$ cat config.mk
export PLATFORM = sky130hd
export DESIGN_NAME = hpx_ctrl
export DESIGN_NICKNAME = d
export VERILOG_FILES = /design/src/rtl/hpx_pkg.sv /design/src/rtl/hpx_sync.sv /design/src/rtl/hpx_bytesel.sv /design/src/rtl/hpx_seq.sv /design/src/rtl/hpx_ctrl.sv
export SDC_FILE = /design/constraint.sdc
export NUM_CORES = 1
export LEC_CHECK = 0
export BUFFER_PORTS_ARGS = -buffer_cell sky130_fd_sc_hd__buf_2
export CAP_MARGIN = 0
export CORE_MARGIN = 2
export CORE_UTILIZATION = 60
export CTS_CLUSTER_DIAMETER = 40
export DETAILED_ROUTE_END_ITERATION = 8
export GPL_ROUTABILITY_DRIVEN = 0
export PLACE_DENSITY = 0.95
export SETUP_SLACK_MARGIN = 0.5
export SYNTH_ARGS = -nofsm -noshare
export SYNTH_HDL_FRONTEND = slang
export SYNTH_SLANG_ARGS = --single-unit
$ cat constraint.sdc
create_clock -name clk -period 7.75 [get_ports clk]
set_input_delay 0.3875 -clock clk [delete_from_list [all_inputs] [get_ports clk]]
set_output_delay 0.3875 -clock clk [all_outputs]
set_load 0.03 [all_outputs]
$ cat src/rtl/hpx_pkg.sv
package hpx_pkg;
  typedef enum logic [1:0] {
    OP_START = 2'd0,
    OP_WRITE = 2'd1,
    OP_READ  = 2'd2,
    OP_STOP  = 2'd3
  } op_e;

  typedef enum logic [1:0] {
    ST_IDLE,
    ST_ADDR,
    ST_DATA,
    ST_STOP
  } st_e;
endpackage

$ cat src/rtl/hpx_sync.sv
module hpx_sync #(
  parameter int   STAGES  = 2,
  parameter logic RST_VAL = 1'b1
) (
  input  logic clk,
  input  logic rst,
  input  logic d,
  output logic q
);
  logic [STAGES-1:0] chain;

  always_ff @(posedge clk) begin
    if (rst) chain <= {STAGES{RST_VAL}};
    else     chain <= {chain[STAGES-2:0], d};
  end

  assign q = chain[STAGES-1];
endmodule

$ cat src/rtl/hpx_bytesel.sv
module hpx_bytesel #(
  parameter int W  = 46,
  parameter int NB = (W + 7) / 8,
  parameter int IW = 3
) (
  input  logic [W-1:0]  vec,
  input  logic [IW-1:0] idx,
  output logic [7:0]    byte_o
);
  localparam int PW = NB * 8;

  logic [PW-1:0] pad;
  logic [7:0]    lanes [NB];

  always_comb begin
    pad        = '0;
    pad[W-1:0] = vec;
  end

  for (genvar g = 0; g < NB; g++) begin : g_lane
    assign lanes[g] = pad[8*g +: 8];
  end

  always_comb begin
    byte_o = '0;
    for (int k = 0; k < NB; k++)
      if (idx == IW'(k)) byte_o = lanes[k];
  end
endmodule

$ cat src/rtl/hpx_seq.sv
module hpx_seq
  import hpx_pkg::*;
#(
  parameter int         OUT_W    = 46,
  parameter int         IN_W     = 46,
  parameter logic [6:0] DEV_ADDR = 7'h27,
  parameter int         IW       = 3
) (
  input  logic             clk,
  input  logic             rst,
  input  logic             cfg_done,
  input  logic [OUT_W-1:0] out_req,
  input  logic             int_act,
  input  logic [7:0]       wr_byte,
  output logic [OUT_W-1:0] snap,
  output logic [IW-1:0]    idx,
  output logic [IN_W-1:0]  in_vec,
  output logic             in_upd,
  output logic             err,
  output logic             m_cmd_valid,
  output logic [1:0]       m_cmd_op,
  output logic [7:0]       m_cmd_byte,
  output logic             m_cmd_last,
  input  logic             m_done,
  input  logic             m_nack,
  input  logic [7:0]       m_rdata
);
  localparam int NB_O = (OUT_W + 7) / 8;
  localparam int NB_I = (IN_W + 7) / 8;

  st_e             st;
  logic            rd_q, nacked, retried;
  logic [8*NB_I-1:0] shadow;
  logic            wr_pend;
  logic [IW-1:0]   last_idx;

  assign wr_pend  = (out_req != snap);
  assign last_idx = rd_q ? IW'(NB_I - 1) : IW'(NB_O - 1);

  always_ff @(posedge clk) begin
    if (rst) begin
      st      <= ST_IDLE;
      rd_q    <= 1'b0;
      nacked  <= 1'b0;
      retried <= 1'b0;
      idx     <= '0;
      snap    <= '0;
      shadow  <= '0;
      in_vec  <= '0;
      in_upd  <= 1'b0;
      err     <= 1'b0;
    end else begin
      in_upd <= 1'b0;
      case (st)
        ST_IDLE: begin
          nacked  <= 1'b0;
          retried <= 1'b0;
          if (cfg_done && wr_pend) begin
            snap <= out_req;
            rd_q <= 1'b0;
            st   <= ST_ADDR;
          end else if (cfg_done && int_act) begin
            rd_q <= 1'b1;
            st   <= ST_ADDR;
          end
        end
        ST_ADDR: if (m_done) begin
          idx <= '0;
          if (m_nack) begin
            nacked <= 1'b1;
            st     <= ST_STOP;
          end else begin
            st <= ST_DATA;
          end
        end
        ST_DATA: if (m_done) begin
          if (rd_q) shadow[8*idx +: 8] <= m_rdata;
          if (!rd_q && m_nack) begin
            nacked <= 1'b1;
            st     <= ST_STOP;
          end else if (idx == last_idx) begin
            st <= ST_STOP;
          end else begin
            idx <= idx + 1'b1;
          end
        end
        ST_STOP: if (m_done) begin
          if (nacked) begin
            nacked <= 1'b0;
            if (!retried) begin
              retried <= 1'b1;
              st      <= ST_ADDR;
            end else begin
              err <= 1'b1;
              st  <= ST_IDLE;
            end
          end else begin
            if (rd_q) begin
              in_vec <= shadow[IN_W-1:0];
              in_upd <= 1'b1;
            end
            st <= ST_IDLE;
          end
        end
        default: st <= ST_IDLE;
      endcase
    end
  end

  always_comb begin
    m_cmd_valid = (st != ST_IDLE);
    m_cmd_op    = OP_STOP;
    m_cmd_byte  = '0;
    m_cmd_last  = 1'b0;
    case (st)
      ST_ADDR: begin
        m_cmd_op   = OP_START;
        m_cmd_byte = {DEV_ADDR, rd_q};
      end
      ST_DATA: begin
        m_cmd_op   = rd_q ? OP_READ : OP_WRITE;
        m_cmd_byte = rd_q ? 8'h00 : wr_byte;
        m_cmd_last = rd_q && (idx == last_idx);
      end
      default: ;
    endcase
  end
endmodule

$ cat src/rtl/hpx_ctrl.sv
module hpx_ctrl #(
  parameter int         PORTS    = 23,
  parameter int         OUT_PER  = 2,
  parameter int         IN_PER   = 2,
  parameter logic [6:0] DEV_ADDR = 7'h27,
  parameter int         SYNC_N   = 2,
  localparam int        OUT_W    = PORTS * OUT_PER,
  localparam int        IN_W     = PORTS * IN_PER
) (
  input  logic             clk,
  input  logic             rst,
  input  logic             cfg_done,
  input  logic [OUT_W-1:0] out_req,
  input  logic             exp_int_n,
  output logic [IN_W-1:0]  in_vec,
  output logic             in_upd,
  output logic             err,
  output logic             m_cmd_valid,
  output logic [1:0]       m_cmd_op,
  output logic [7:0]       m_cmd_byte,
  output logic             m_cmd_last,
  input  logic             m_done,
  input  logic             m_nack,
  input  logic [7:0]       m_rdata
);
  localparam int NB_O   = (OUT_W + 7) / 8;
  localparam int NB_I   = (IN_W + 7) / 8;
  localparam int NB_MAX = (NB_O > NB_I) ? NB_O : NB_I;
  localparam int IW     = $clog2(NB_MAX + 1);

  logic             int_n_s;
  logic [OUT_W-1:0] snap;
  logic [IW-1:0]    idx;
  logic [7:0]       wr_byte;

  hpx_sync #(.STAGES(SYNC_N), .RST_VAL(1'b1)) u_sync (
    .clk(clk), .rst(rst), .d(exp_int_n), .q(int_n_s)
  );

  hpx_bytesel #(.W(OUT_W), .NB(NB_O), .IW(IW)) u_sel (
    .vec(snap), .idx(idx), .byte_o(wr_byte)
  );

  hpx_seq #(.OUT_W(OUT_W), .IN_W(IN_W), .DEV_ADDR(DEV_ADDR), .IW(IW)) u_seq (
    .clk(clk), .rst(rst), .cfg_done(cfg_done), .out_req(out_req),
    .int_act(!int_n_s), .wr_byte(wr_byte), .snap(snap), .idx(idx),
    .in_vec(in_vec), .in_upd(in_upd), .err(err),
    .m_cmd_valid(m_cmd_valid), .m_cmd_op(m_cmd_op), .m_cmd_byte(m_cmd_byte),
    .m_cmd_last(m_cmd_last), .m_done(m_done), .m_nack(m_nack), .m_rdata(m_rdata)
  );
endmodule

### Word level (Yosys, flattened, before mapping)

Index checks and enable logic that the tools add are counted.
Widths: inputs -> output; s select.

| storage, ports and cells | value |
|---|---|
| register bits | 152 |
| output and inout bits | 60 |

| operators by class | value |
|---|---|
| add/sub/neg operators | 2 |
| equality and inequality tests | 19 |
| shift-type cells | 2 |
| mux-type cells | 40 |
| bitwise operators | 3 |
| reductions and logical operators | 22 |

Operators by type and width:

| operator | number |
|---|---|
| $mux 8 | 7 |
| $bwmux 48 | 1 |
| $shift 8x34->48 const A | 1 |
| $shiftx 8x34->48 | 1 |
| $ne 46x46->1 | 1 |
| $neg 6->34 | 1 |
| $mux 2 | 8 |
| $pmux 8 s2 | 1 |
| $reduce_and 5->1 | 3 |
| $mux 1 | 14 |
| $mux 3 | 4 |
| $ne 2x2->1 const B | 6 |
| $pmux 2 s4 | 1 |
| $reduce_and 4->1 | 2 |
| $reduce_bool 2->1 | 4 |
| $eq 3x2->1 const B | 2 |
| $eq 3x3->1 const B | 2 |
| $pmux 3 s2 | 1 |
| $reduce_and 3->1 | 2 |
| $eq 2x2->1 const B | 2 |
| $logic_and 1x1->1 | 4 |
| $ne 2x1->1 const B | 2 |
| $pmux 1 s4 | 1 |
| $pmux 2 s2 | 1 |
| other kinds (12) | 16 |

### Longest topological paths before layout

Gate-level depths: netlist of run 1.

| logic depth | value |
|---|---|
| word-level depth | 9 |
| gate-level depth with buffers | 11 |

### By module

Synthesis of run 1 repeated with hierarchy kept, for this count alone.

| second synthesis, totals | value |
|---|---|
| cell total of the unflattened synthesis | 742 |
| area, all modules | 6,611.3 um^2 |

By module, submodules not included:

| module | times used | cells an instance | area each (um^2) | sequential area each (um^2) |
|---|---|---|---|---|
| hpx_seq | 1 | 684 | 6,099.6 | 2,962.8 |
| hpx_bytesel | 1 | 53 | 455.4 | 0.0 |
| hpx_sync | 1 | 4 | 52.6 | 40.0 |
| hpx_ctrl | 1 | 1 | 3.8 | 0.0 |

### Worst setup path after synthesis of run 1

No wires, ideal clock.

| timing path | value |
|---|---|
| kind | reg-to-output |
| start point | reg u_seq.idx[0] |
| end point | out m_cmd_byte[1] |
| arrival time | 2.633 ns |
| data required time | 7.363 ns |
| path slack | 4.730 ns |
| stages on the path, launching flop included | 11 |
| path buffers | 2 |
| path through | dfxtp_1 -> clkbuf_1 -> inv_1 -> ha_1 -> ha_1 -> clkbuf_1 -> nand3_1 -> a311o_1 -> a21oi_1 -> a21oi_1 -> o21ai_0 |

| on the way | value |
|---|---|
| word-level cells in the longest chain between the ends | 9 |
| elaborated cells between the ends (all ways) | 14 |
| those cells by class | 5 x eq/ne; 8 x mux; 1 x reduce/logical |

Ends and longest elaborated chain:

| item | RTL line | text |
|---|---|---|
| start, declared | hpx_seq.sv:16 | `output logic [IW-1:0] idx,` |
| start signal, assigned | hpx_seq.sv:84 | `idx <= idx + 1'b1;` |
| $logic_not 3->1 | hpx_bytesel.sv:27 | `if (idx == IW'(k)) byte_o = lanes[k];` |
| $mux 8 (5 in a row) | hpx_bytesel.sv:27 |  |
| $mux 8 (*) | hpx_bytesel.sv:27 |  |
| $mux 8 (*) | hpx_seq.sv:122 | `m_cmd_byte = rd_q ? 8'h00 : wr_byte;` |
| $pmux 8 s2 (*) | hpx_seq.sv:115 | `case (st)` |
| end, declared | hpx_ctrl.sv:20 | `output logic [7:0] m_cmd_byte,` |

Every way passes the cells marked *; elsewhere a longest branch is shown, timed or not.

### Worst setup path after layout of run 1

| timing path | value |
|---|---|
| start point | reg u_seq.idx[0] |
| end point | out m_cmd_byte[4] |

Same word-level chain as after synthesis.

==> impl_results.md, run 1 <==
- Hold Path Cell Cnt: 2
- Vias in the first global route: approximately 5,800
- Endpoint class of the critical path: output pin
- CP Launch Point: u_seq.idx[0]
- Commonest cells post-synth: dfxtp_1, nand2_1, a21oi_1, nor2_1, mux2i_1
- Status: finished, final reports clean
- Post-Route Setup TNS: 0 ns
- Cell taking the most area after synthesis: dfxtp_1
- Final Cycle Share: between 40% and 50%
- Grt total ovfl: 0
- Finished Layout Cells: around 1,000
- Hold path start: exp_int_n
- Synth area leaders: dfxtp_1, nand2_1, a21oi_1
- CTS Sinks: 150
- Post-synth cell types: 43
- Post-Syn Area: 0.00659 sq mm
- Syn nets: around 870
- Synthesis-stage register bit count: 150
- Vias: just over 6,000
- Cell-internal power: roughly 1.4 mW
- Filler Cells Inserted: 724
- Switching part of the total: roughly a third
- PD cells: 276 mW/mm^2
- Post-Route WL: approximately 17 mm
- Final Max Tran Viols: 0
- Slew margin rel.: about 22%
- Die ar.: 0.0118 sq mm
- Initial core utilization: roughly three fifths
- Post-synthesis average cell area: 8.24 sq um
- # setup viols final: 0
- Area share of the largest cell type after synthesis: 45.6%
- Diode count: 0
- Cts hold-fix bufs: 0
- Max Freq: 276 MHz
- H-tree depth: 4
- Initial antenna violation count: 0
- Die Wd: 109 microns
- Async SR Flop Fraction: 0%
- Worst Hold Path EP: u_sync.chain[0]
- Seq pwr share: 41.0%
- End of the worst register-to-register path: u_seq.shadow[21]
- CP Max Fanout: 15
- RSZ-0062 raised after global routing: no
- Post-DP HPWL: 11.2 mm
- Port bufs: 119
- CTS clk-pin slew, worst paths: 0.06 ns
- Die height: ~110 microns
- Setup CP Type: flip-flop to output pin
- Worst Setup Start Kind: flip-flop
- Worst R2R Start: u_seq.idx[0]
- P&R area growth vs syn: 17.7%
- Psw: just under 0.7 mW
- Count of final hold-check violations: 0
- Antenna viol nets, final: 0
- Sequential area share after synthesis: 45.6%
- Yosys warns: 0
- Clock Skew: between 0.009 and 0.01 ns
- Cells after synthesis: 800
- WP data arrival: 3.24 ns
- Routed wire per std cell: 16.5 microns
- Post-Place Worst Slack: 4.76 ns
- Worst min path class: input pin to flip-flop
- VDD IR max: 0.315 mV
- Worst reg2reg path depth: 6
- Minimum clock period: 3.63 ns
- Via density: 5.80
- Top_reg_cell synth: dfxtp_1
- WHS: 0.0479 ns
- First-pass GRT wire length: 27.7 mm
- CTS tree: done
- Setup Buffers After CTS: 0
- Clock power frac: 37.5%
- Final worst setup slack: 4.12 ns
- Setup slack, reg-to-reg: 4.92 ns
- DP Cell Count: 1,014
- Initial DRC count: 607
- Fin nets: approximately 970
- PostCTS Resize Cnt: 0
- Leakage power total: approximately 3.2 nW
- Maximum clock insertion buffer count: 2
- TritonRoute pass-1 iters: 5
- # DRC: 0
- Layout cells sized above 1: 17.8%
- Max cap viols: 0
- # IOs: 120
- Worst endpoint required time: 7.36 ns
- Cell Rows: 38
- Clk root buf: clkbuf_8
- Num CTS Buffers: 17
- Global Route Usage Sum: 29.9%
- Core area: 0.0108 sq mm
- Comb pwr share: 21.5%
- Slew @ Worst Pin: 1.17 ns
- Post-synth EDFFs: 0
- Clk_lat worst skew: 0.53 ns
- Largest net degree at the start of global routing: 115
- Count leader, synth: dfxtp_1
cell type report:
| class | instances | area, sq um | share of cell area [%] |
|---|---|---|---|
| inverter | 9 | 33.8 | 0.435 |
| multi-input combinational | 591 | 3330 | 43.0 |
| tap | 140 | 175 | 2.26 |
| clock inverter | 15 | 163 | 2.10 |
| sequential | 150 | 3000 | 38.7 |
| clock buffer | 17 | 414 | 5.34 |
| timing repair buffer | 124 | 636 | 8.19 |
power groups by stage:
stage               Combinational [mW]  Sequential [mW]  Clock, mW
floorplan                        0.353            0.878          0
global placement                 0.426            0.890          0
detailed placement               0.438            0.891          0
CTS                              0.452            0.876      0.805
global route                     0.496            0.883      0.842
finish                           0.460            0.878      0.803
metrics by stage:
stage / util, % / power [mW] / cell area (sq um)
3_3_place_gp: 66.5 / 1.32 / 7180
3_5_place_dp: 66.5 / 1.33 / 7180
6_report: 71.9 / 2.14 / 7760
5_1_grt: 71.9 / 2.22 / 7760
4_1_cts: 71.9 / 2.13 / 7760
2_1_floorplan: - / 1.23 / 6590
worst max-delay path by stage:
stage                    end  depth (start not counted)  slack (ns)
2_1_floorplan  m_cmd_byte[1]                         10        4.73
3_3_place_gp   m_cmd_byte[2]                          8        4.81
3_5_place_dp   m_cmd_byte[3]                          8        4.76
4_1_cts        m_cmd_byte[3]                          8        4.17
5_1_grt        m_cmd_byte[4]                          8        3.93
6_report       m_cmd_byte[4]                          8        4.12
critical path: stages, from the launching register on:
cell	delay, ns
dfxtp_1	0.64
ha_1	0.34
nor2b_1	0.53
nand2_1	0.20
a311o_1	0.35
a21oi_1	0.22
a21oi_1	0.06
o21ai_1	0.15
buf_2	0.22
layout by cell type, fill, tap and decap left out, drive strengths merged, types with 2 or more instances in the layout:
master	count
nor4	13
o21ai	15
nor3	5
inv	18
xor2	46
nand2	149
nand3	47
nor2	96
mux2i	55
clkinv	4
clkbuf	17
a21oi	111
or2	2
nand4	4
nor2b	3
or4	2
nand2b	3
and3	3
ha	12
dfxtp	150
buf	124
a311o	8
registers in the layout (all words and copies together) (netlist names):
signal	flops
u_seq.in_vec	46
u_seq.shadow	46
u_seq.snap	46
u_seq.idx	3
u_seq.st	2
u_sync.chain	2
u_seq.err	1
u_seq.in_upd	1
u_seq.nacked	1
u_seq.rd_q	1
u_seq.retried	1
cell families after synthesis:
logic type               share of synthesized area (%)
flip-flops                                        45.6
AND/OR/NAND/NOR                                   21.8
adder cells (fa/ha/maj)                           2.28
AO/OA/AOI/OAI                                     12.0
buffers and inverters                             3.87
XOR/XNOR                                          6.11
multiplexers                                      8.35
layer usage:
metal	vias to the layer above	global-route usage, %	share of wire, %
li1	2911	-	-
met4	0	14.6	3.7
met2	298	47.5	47
met5	-	0	0
met1	2795	37.6	41
met3	64	8.13	7.6
No activity file was read; power rests on OpenSTA's default activity.
==> inputs of run 2 (changes only) <==
Settings changed: ABC_AREA set to 1, CORE_UTILIZATION 60 to 51, PLACE_DENSITY 0.95 to 0.87.
Clock period 7.75 ns to 3.3 ns, I/O delays scaled along.
==> run 2 against run 1 <==
Via count is 14% higher. Combinational power is 140% higher. Clock-buffer cell count is 2 higher. Utilization is 9.0 points lower. Routed wire length is 8.4% higher. Sequential power is 130% higher. Clock power is 140% higher. Largest cell class unchanged.
==> impl_results.md, run 2 <==
- Setup Buffers After CTS: 0 (unchanged)
- Fin nets: 1,176 (+22%)
- Worst endpoint required time: 3.13 ns (-4.23 ns)
- Minimum clock period: between 2 and 3 ns
- Met1 Usage GRT: 33.6% (-4.0 points)
- Pwr Total: 5.05 mW (+140%)
- Via density: 5.36 (-7.7%)
- Largest net degree at the start of global routing: 82 (-29%)
- Worst min path class: input pin to flip-flop
- Async SR Flop Fraction: 0% (unchanged)
- Adder-Cell Fraction of Synth Area: 2.14% (-0.14 points)
- Post-synth EDFFs: 0 (unchanged)
- Status: finished, final reports clean
- DP Cell Count: 1,247 (+23%)
- Die ar.: 0.0147 sq mm (+24%)
- # setup viols final: 0 (unchanged)
- CTS Sinks: 150 (unchanged)
- Seq pwr share: 40.8% (-0.2 points)
- Grt total ovfl: 0 (unchanged)
- Top_reg_cell synth: dfxtp_1
- Setup CP Type: flip-flop to output pin
- Post-synthesis average cell area: 7.05 sq um (-14%)
- # IOs: 120 (unchanged)
- Synth Area in Simple Gates: 22.4% (+0.60 points)
- Placed cell area: 0.00764 sq mm (+6.4%)
- # DRC: 0 (unchanged)
- Post-layout util: 62.9% (-9.0 points)
- Post-DP HPWL: 12.7 mm (+14%)
- Slew @ Worst Pin: 0.860 ns (-0.314 ns)
- Cells after synthesis: 997 (+25%)
- Commonest non-fill, non-tap cell in the layout: nand2_1
- Cell-internal power: 3.34 mW (+130%)
- XOR/XNOR share of the synthesized area: 2.37% (-3.7 points)
- Global Route Usage Sum: 25.2% (-4.7 points)
- Post-Route Setup TNS: 0 ns (unchanged)
- Fin area: 0.00839 sq mm (+8.1%)
- Initial antenna violation count: 0 (unchanged)
- Num CTS Buffers: 17 (unchanged)
- RSZ-0062 raised after global routing: yes
- CTS tree: done
- Final Max Tran Viols: 0 (unchanged)
- Cell Rows: 42 (+11%)
- Port bufs: 119 (unchanged)
- Compound-cell area share of the yosys netlist: 20.5% (+8.5 points)
- Final Cycle Share: 83.4%
- Comb pwr share: 21.6% (about the same)
- Endpoint class of the critical path: output pin
- Hold Path Cell Cnt: 3 (+1)
- Vias in the first global route: 6,243 (+7.7%)
- Commonest cells post-synth: nand2_1, dfxtp_1, nor2_1, inv_1, o21ai_0
- H-tree depth: 4 (unchanged)
- Leakage power total: 3.80 nW (+17%)
- Top Registers: u_seq.in_vec x46, u_seq.shadow x46, u_seq.snap x46
- Routed wire per std cell: 14.5 microns (-12%)
- WP data arrival: 2.59 ns (-0.65 ns)
- Worst reg2reg path depth: 12 (+6)
- Initial DRC count: 702 (+16%)
- Cell taking the most area after synthesis: dfxtp_1
- Diode count: 0 (unchanged)
- Max cap viols: 0 (unchanged)
- Die height: 121 microns (+12%)
- Main combinational cell family by area after synthesis: simple AND/OR/NAND/NOR gates
- Synth area leaders: dfxtp_1, nand2_1, o21ai_0
- Count of final hold-check violations: 0 (unchanged)
- Clk root buf: clkbuf_16
- Clk_lat worst skew: 0.43 ns (-0.10 ns)
- Slew margin rel.: 42.7% (+21 points)
- Synthesis-stage register bit count: 150 (unchanged)
- Clock Skew: 0.00866 ns (-0.000632 ns)
- VDD IR max: 0.423 mV (+34%)
- Layout cells sized above 1: 17.5% (-0.22 points)
- Mux share of post-synthesis cell area: 0% (-8.4 points)
- Post-Route WL: 18.7 mm (+8.4%)
- Yosys warns: 0 (unchanged)
- Antenna viol nets, final: 0 (unchanged)
- TritonRoute pass-1 iters: 5 (unchanged)
- GR peak layer: met2
- Clock power frac: 37.6% (about the same)
- Commonest non-fill, non-tap cells in the layout: nand2_1, dfxtp_1, nor2_1
- Syn nets: 1,069 (+23%)
- P&R area growth vs syn: 19.5%
- CTS clk-pin slew, worst paths: 0.07 ns (about the same)
- Sequential area share after synthesis: 42.8% (-2.8 points)
- Psw: 1.70 mW (+150%)
- Maximum clock insertion buffer count: 2 (unchanged)
- Finished Layout Cells: 1,293 (+24%)
- Met3 Use GR: 4.79% (-3.3 points)
- Post-synth cell types: 31 (-28%)
- Initial core utilization: 52.6% (-8.4 points)
- Area share of the largest cell type after synthesis: 42.8% (-2.8 points)
- Switching part of the total: 33.8% (+1.3 points)
- Post-Syn Area: 0.00702 sq mm (+6.6%)
- Met2 Usage GRT: 38.8% (-8.6 points)
- Die Wd: 121 microns (+12%)
- Worst Setup Start Kind: flip-flop
- Core area: 0.0133 sq mm (+24%)
- Vias: 6,926 (+14%)
- First-pass GRT wire length: 29.5 mm (+6.4%)
- CP Max Fanout: 11 (-4)
- PD cells: 601 mW/mm^2 (+120%)
- Max Freq: 363 MHz
- Count leader, synth: nand2_1
[run 2: changes by cell type after synthesis, sizes merged, moves of 10 or more]
cell,delta
inv,+108
a211oi,+18
nand3,-32
xnor2,+16
xor2,-43
nand2,+86
a31oi,+10
o21ai,+95
nor4,-12
nor2,+30
mux2i,-55
[run 2: cell families after synthesis]
kind of cell             Yosys count
flip-flops                       150
AO/OA/AOI/OAI                    254
adder cells (fa/ha/maj)           12
XOR/XNOR                          19
AND/OR/NAND/NOR                  394
buffers and inverters            168
[run 2: power by group through the flow]
stage / Combinational, mW / Sequential [mW] / Clock [mW]
CTS: 1.06 / 2.05 / 1.91
global placement: 1.01 / 2.09 / 0
global route: 1.20 / 2.07 / 1.98
floorplan: 0.813 / 2.06 / 0
finish: 1.09 / 2.06 / 1.90
detailed placement: 1.04 / 2.09 / 0
[run 2: area by class of cell]
class                           instances  area (sq um)
Clock buffer                           19           453
Inverter                              118           443
Fill cell                            1132          4960
Multi-Input combinational cell        679          3370
Clock inverter                         13           125
Sequential cell                       150          3000
Tap cell                              176           220
Timing Repair Buffer                  138           778
[run 2: metrics by stage]
stage / setup slack (ns) / hold WS (ns)
final: 0.548 / 0.0165
after global routing: 0.462 / 0.0204
after CTS: 0.517 / 0.0000964
after global placement: 0.755 / 0.359
after floorplan: 0.985 / 0.269
after detailed placement: 0.647 / 0.360
[run 2: metal layers]
metal,vias up,wire (microns)
met5,-,0
met4,0,768
met3,58,1600
met2,331,8260
met1,3111,8080
li1,3426,-
[run 2: timing repair]
action	CTS	global route
hold buffers	14	0
gates resized for setup	4	6
hold endpoints to repair	14	0
endpoints found under the setup margin	4	10
[run 2: final timing paths]
| kind | slack, ns | to | startpoint |
|---|---|---|---|
| worst max-delay path | 0.55 | m_cmd_byte[0] | u_seq.idx[0] |
| worst max register to register | 0.84 | u_seq.snap[41] | u_seq.snap[10] |
| worst min register to register | 0.41 | u_sync.chain[1] | u_sync.chain[0] |
| worst min-delay path | 0.02 | u_seq.snap[18] | out_req[18] |
[run 2: critical path: stages, from the launching register on]
cell and delay [ns]:
dfxtp_2 0.38, inv_2 0.11, ha_2 0.22, ha_4 0.19
inv_1 0.08, o21ai_0 0.14, o21ai_0 0.12, o21ai_0 0.19
nand2_1 0.08, a21oi_1 0.18, o21ai_0 0.14, o21ai_0 0.13
buf_4 0.21
